[src/rtl/lpw_pkg.sv]
`timescale 1ns/1ps
package lpw_pkg;

    typedef enum logic [2:0] {
        ST_RUN       = 3'd0,
        ST_IDLE      = 3'd1,
        ST_SLEEP     = 3'd2,
        ST_OSC_WAIT  = 3'd3,
        ST_FAIL_TRAP = 3'd4
    } pmode_e;

    typedef struct packed {
        logic cpu;
        logic periph;
        logic osc;
    } clk_gate_t;

    // bit 2 wdto, bit 1 idle, bit 0 sleep
    typedef struct packed {
        logic wdto;
        logic idle;
        logic sleep;
    } wake_flags_t;

    function automatic clk_gate_t gates_for(pmode_e s);
        clk_gate_t g;
        case (s)
            ST_IDLE:     g = '{cpu: 1'b0, periph: 1'b1, osc: 1'b1};
            ST_SLEEP:    g = '{cpu: 1'b0, periph: 1'b0, osc: 1'b0};
            ST_OSC_WAIT: g = '{cpu: 1'b0, periph: 1'b0, osc: 1'b1};
            default:     g = '{cpu: 1'b1, periph: 1'b1, osc: 1'b1};
        endcase
        return g;
    endfunction

endpackage

[src/rtl/lpw_irq_match.sv]
`timescale 1ns/1ps
module lpw_irq_match #(
    parameter int N_SRC  = 4,
    parameter int PRIO_W = 3
) (
    input  logic [N_SRC-1:0]        pend,
    input  logic [N_SRC-1:0]        en,
    input  logic [N_SRC*PRIO_W-1:0] prio,
    input  logic [PRIO_W-1:0]       thresh,
    output logic                    hit
);
    logic [N_SRC-1:0] qual;

    for (genvar i = 0; i < N_SRC; i++) begin : g_src
        assign qual[i] = pend[i] & en[i] & (prio[i*PRIO_W +: PRIO_W] > thresh);
    end

    assign hit = |qual;
endmodule

[src/rtl/lpw_start_timer.sv]
`timescale 1ns/1ps
module lpw_start_timer #(
    parameter int CNT_W = 16
) (
    input  logic             clk,
    input  logic             rst,
    input  logic             load,
    input  logic [CNT_W-1:0] load_val,
    input  logic             run,
    output logic             done
);
    logic [CNT_W-1:0] cnt;

    always_ff @(posedge clk) begin
        if (rst)
            cnt <= '0;
        else if (load)
            cnt <= load_val;
        else if (run && cnt != '0)
            cnt <= cnt - 1'b1;
    end

    assign done = (cnt == '0);
endmodule

[src/rtl/lpw_flag_bank.sv]
`timescale 1ns/1ps
module lpw_flag_bank (
    input  logic       clk,
    input  logic       rst,
    input  logic [2:0] set_v,
    input  logic [2:0] clr_v,
    output logic [2:0] flags
);
    always_ff @(posedge clk) begin
        if (rst)
            flags <= '0;
        else
            flags <= (flags & ~clr_v) | set_v;
    end
endmodule

[src/rtl/lpw_mode_ctrl.sv]
`timescale 1ns/1ps
module lpw_mode_ctrl
    import lpw_pkg::*;
#(
    parameter int N_SRC  = 4,
    parameter int PRIO_W = 3,
    parameter int CNT_W  = 16
) (
    input  logic                    clk,
    input  logic                    rst,
    input  logic                    save_req,
    input  logic                    save_mode,
    input  logic [N_SRC-1:0]        irq_pending,
    input  logic [N_SRC-1:0]        irq_enable,
    input  logic [N_SRC*PRIO_W-1:0] irq_prio,
    input  logic [PRIO_W-1:0]       cpu_prio,
    input  logic                    wdt_en,
    input  logic                    wdt_timeout,
    input  logic                    warm_rst,
    input  logic                    osc_stable,
    input  logic                    fscm_en,
    input  logic [CNT_W-1:0]        startup_dly,
    input  logic [2:0]              clr_flags,
    output logic [2:0]              state_o,
    output logic                    cpu_clk_en,
    output logic                    periph_clk_en,
    output logic                    osc_run,
    output logic                    frc_sel,
    output logic                    trap_pulse,
    output logic                    flag_sleep,
    output logic                    flag_idle,
    output logic                    flag_wdto
);
    pmode_e      state, nxt;
    wake_flags_t set_f;
    logic [2:0]  flags;
    logic        irq_hit, wdt_hit, wake_ev, tmr_load, tmr_done;
    clk_gate_t   gates;

    lpw_irq_match #(.N_SRC(N_SRC), .PRIO_W(PRIO_W)) u_match (
        .pend   (irq_pending),
        .en     (irq_enable),
        .prio   (irq_prio),
        .thresh (cpu_prio),
        .hit    (irq_hit)
    );

    lpw_start_timer #(.CNT_W(CNT_W)) u_timer (
        .clk      (clk),
        .rst      (rst),
        .load     (tmr_load),
        .load_val (startup_dly),
        .run      (state == ST_OSC_WAIT),
        .done     (tmr_done)
    );

    lpw_flag_bank u_flags (
        .clk   (clk),
        .rst   (rst),
        .set_v (set_f),
        .clr_v (clr_flags),
        .flags (flags)
    );

    assign wdt_hit = wdt_en & wdt_timeout;
    assign wake_ev = irq_hit | wdt_hit;

    always_comb begin
        nxt      = state;
        set_f    = '0;
        tmr_load = 1'b0;
        case (state)
            ST_RUN: begin
                if (save_req && !warm_rst)
                    nxt = save_mode ? ST_IDLE : ST_SLEEP;
            end
            ST_IDLE: begin
                if (warm_rst || wake_ev) begin
                    nxt        = ST_RUN;
                    set_f.idle = 1'b1;
                    set_f.wdto = wdt_hit;
                end
            end
            ST_SLEEP: begin
                if (warm_rst) begin
                    nxt         = ST_RUN;
                    set_f.sleep = 1'b1;
                    set_f.wdto  = wdt_hit;
                end else if (wake_ev) begin
                    nxt         = ST_OSC_WAIT;
                    tmr_load    = 1'b1;
                    set_f.sleep = 1'b1;
                    set_f.wdto  = wdt_hit;
                end
            end
            ST_OSC_WAIT: begin
                if (warm_rst) begin
                    nxt         = ST_RUN;
                    set_f.sleep = 1'b1;
                end else if (tmr_done) begin
                    if (osc_stable)
                        nxt = ST_RUN;
                    else if (fscm_en)
                        nxt = ST_FAIL_TRAP;
                end
            end
            ST_FAIL_TRAP: nxt = ST_RUN;
            default:      nxt = ST_RUN;
        endcase
    end

    always_ff @(posedge clk) begin
        if (rst) begin
            state   <= ST_RUN;
            frc_sel <= 1'b0;
        end else begin
            state <= nxt;
            if (state == ST_FAIL_TRAP)
                frc_sel <= 1'b1;
        end
    end

    assign gates         = gates_for(state);
    assign cpu_clk_en    = gates.cpu;
    assign periph_clk_en = gates.periph;
    assign osc_run       = gates.osc;
    assign trap_pulse    = (state == ST_FAIL_TRAP);
    assign state_o       = state;
    assign flag_sleep    = flags[0];
    assign flag_idle     = flags[1];
    assign flag_wdto     = flags[2];
endmodule

[config.mk]
export PLATFORM = sky130hd
export DESIGN_NAME = lpw_mode_ctrl
export DESIGN_NICKNAME = d
export VERILOG_FILES = /design/src/rtl/lpw_pkg.sv /design/src/rtl/lpw_irq_match.sv /design/src/rtl/lpw_start_timer.sv /design/src/rtl/lpw_flag_bank.sv /design/src/rtl/lpw_mode_ctrl.sv
export SDC_FILE = /design/constraint.sdc
export NUM_CORES = 1
export LEC_CHECK = 0
export BUFFER_PORTS_ARGS = -buffer_cell sky130_fd_sc_hd__buf_2
export CAP_MARGIN = 20
export CORE_AREA = 5 5 63 71
export DETAILED_ROUTE_END_ITERATION = 7
export DIE_AREA = 0 0 68 76
export PLACE_DENSITY_LB_ADDON = 0.08
export SYNTH_ARGS = -nofsm -noshare
export SYNTH_HDL_FRONTEND = slang
export SYNTH_HIERARCHICAL = 1
export SYNTH_SLANG_ARGS = --single-unit
[constraint.sdc]
create_clock -name clk -period 8.2 [get_ports clk]
set_input_delay 2.05 -clock clk [delete_from_list [all_inputs] [get_ports clk]]
set_output_delay 2.05 -clock clk [all_outputs]
set_load 0.01 [all_outputs]
==> impl_metrics.env <==
export IMPL_grt_max_degree=28
export IMPL_numCtsBuffers=3
export IMPL_multiInputGateArea_sq_um=1190
export IMPL_n_fill_cell=365
export IMPL_avgSynthCellArea_sq_um=8.56
export IMPL_root_buffer="clkbuf_8"
export IMPL_clockBufferDepth=2
export IMPL_worst_setup_path_start_kind="primary input"
export IMPL_synth_ff_type="dfxtp_1"
export IMPL_setup_viol=0
export IMPL_cts_setup_buffers=0
export IMPL_die_w_microns=68
export IMPL_status="completed"
export IMPL_tns_ns=0
export IMPL_powerDensity_nw_per_um2=137
export IMPL_ys_top_cells_by_area="dfxtp_1 26%, ha_1 9.2%, nor2_1 5.5%"
export IMPL_yosysWarnings=6
export IMPL_dp_cells=312
export IMPL_antenna_found_initial=0
export IMPL_port_buffers=61
export IMPL_synth_top_area_cell="dfxtp_1"
export IMPL_layoutNonFillerInstCount=316
export IMPL_yosys_cell_count_top_type="nor2_1"
export IMPL_ios=62
export IMPL_path_clk_slew_ns=0.08
export IMPL_drt_total_wl_mm=4.13
export IMPL_diodes=0
export IMPL_rows=24
export IMPL_dieArea_sq_um=5170
export IMPL_max_freq_mhz=208
export IMPL_worst_pin_slew_ns=0.724
export IMPL_synth_ff_latch_count=23
export IMPL_grt_pass1_vias=1673
export IMPL_min_period_over_period_pct=58.6
export IMPL_grt_overflow=0
export IMPL_numClockSinks=23
export IMPL_htreeDepth=1
export IMPL_synth_top_cells_by_count="26 x nor2_1, 23 x dfxtp_1, 13 x ha_1, 13 x inv_1, 12 x a21oi_1"
export IMPL_synth_cell_types=53
export IMPL_cts_repair_resized=0
export IMPL_drtAntennaViolNets=0
export IMPL_synth_edf_count=0
export IMPL_clock_skew_ns=0.00287
export IMPL_core_area_sq_um=3750
export IMPL_wl_per_cell_microns=13.1
export IMPL_synth_async_reset_ratio_pct=0
export IMPL_syn_num_nets=271
export IMPL_crit_path_max_fanout=27
export IMPL_cp_data_arrival_time_ns=4.93
export IMPL_initial_core_util_pct=47.2
export IMPL_drive_gt1_share_pct=31.1
export IMPL_drt_iter0_markers=102
export IMPL_dr_pass1_iters=4
export IMPL_synth_cells=207
export IMPL_hold_path_class="reg2reg"
export IMPL_final_max_slew_viol_count=0
export IMPL_grt_pass1_wl_mm=7.07
export IMPL_worstPathRequired_ns=8.33
export IMPL_critPathCaptureType="register"
export IMPL_maxSlewHeadroom_pct=51.5
export IMPL_cts_tree="yes"
export IMPL_seq_area_frac_synth_pct=26.0
export IMPL_irDropWorstVdd_v=0.0000647
export IMPL_post_dp_hpwl_mm=3.30
export IMPL_nNetsFinal=329
export IMPL_grt_setup_unrepaired="no"
export IMPL_vias=1713
export IMPL_grt_usage_pct=16.8
export IMPL_area_growth_pct=19.7
export IMPL_gp_congestion=0.819
export IMPL_fin_util_pct=56.5
export IMPL_drc_errors=0
export IMPL_seqCellArea_sq_um=460
export IMPL_period_minus_slack_ns=4.80
export IMPL_synth_top_area_share_pct=26.0
export IMPL_synth_area_sq_um=1770
export IMPL_postCtsHoldBufs=0
export IMPL_p_leak_nw=0.876
export IMPL_hold_viol=0
export IMPL_path_class="in2reg"
export IMPL_worstSkewPairLatency_ns=0.26
export IMPL_drt_vias_per_instance=5.42
export IMPL_dieHeight_microns=76
export IMPL_cap_violations=0
logic make-up (layout without fill, tap and decap cells):
logic type,count (synthesis),in the layout,share of synthesized area [%]
AO/OA/AOI/OAI,47,47,21.2
XOR/XNOR,9,9,4.45
adder cells (fa/ha/maj),13,13,9.17
buffers and inverters,22,79,6.70
flip-flops,23,23,26.0
multiplexers,3,3,1.69
AND/OR/NAND/NOR,90,90,30.8
final cells by class:
type	instances	share of cell area, %
Clock buffer	4	2.12
Inverter	14	2.48
Multi-Input combinational cell	162	56.2
Sequential cell	23	21.7
Tap cell	52	3.07
Timing Repair Buffer	61	14.4
worst paths after layout:
kind / slack [ns] / start / end / cells after the start
setup / recovery: 3.40 / cpu_prio[1] / u_timer/cnt[14] / 12
hold / removal: 0.48 / u_flags/flags[1] / u_flags/flags[1] / 2
hold reg to reg: 0.48 / u_flags/flags[1] / u_flags/flags[1] / 2
setup reg to reg: 5.37 / state_o[1] / u_timer/cnt[14] / 6
layer usage:
metal | share of wire, % | global-route usage, % | routed length, microns
met1 | 43 | 20.0 | 1760
met3 | 4.6 | 2.80 | 188
met4 | 1.1 | 4.97 | 46
met2 | 52 | 29.8 | 2140
met5 | 0 | 0 | 0
through the flow:
step           hold slack (ns)  setup slack (ns)  power [mW]  instance area (sq um)
3_5_place_dp             0.464              3.12       0.223                   2080
2_1_floorplan            0.487              3.89       0.197                   1770
4_1_cts                  0.483              3.40       0.293                   2120
5_1_grt                  0.494              3.02       0.312                   2120
3_3_place_gp             0.447              3.23       0.222                   2080
6_report                 0.476              3.40       0.291                   2120
layout by cell type (no fill, tap or decap), types with 4 or more instances in the layout:
master    synthesis  final
o21ai_0           5      5
nor4_1            5      5
nand2_1           9      9
buf_2             1     61
xnor2_1           9      9
a311oi_1          6      6
dfxtp_1          23     23
nor3_1            9      9
nor2_1           26     26
a211oi_1          8      8
nand2b_1          6      6
nor3b_1           4      4
a21oi_1          12     12
inv_1            13     13
ha_1             13     13
nand3_1           4      4
power by group:
part | switching [mW] | total, mW | internal, mW
Sequential | 0.00781 | 0.126 | 0.118
Combinational | 0.0511 | 0.0941 | 0.0430
Clock | 0.0363 | 0.0709 | 0.0347
Total | 0.0952 | 0.291 | 0.195
sequential cells by signal, summed over array words and instances (netlist names):
register / count
u_flags/flags: 3
u_timer/cnt: 16
frc_sel: 1
state_o: 3
critical path: stages:
cell,delay [ns]
buf_2,0.07
inv_1,0.07
ha_1,0.29
nor2b_1,0.12
o311ai_0,0.12
a311oi_1,0.24
or3_1,0.17
a21oi_1,0.05
nor3_1,0.53
clkinv_1,0.80
o21bai_1,0.35
a21oi_1,0.06
Power figures use the tool's default switching activity.
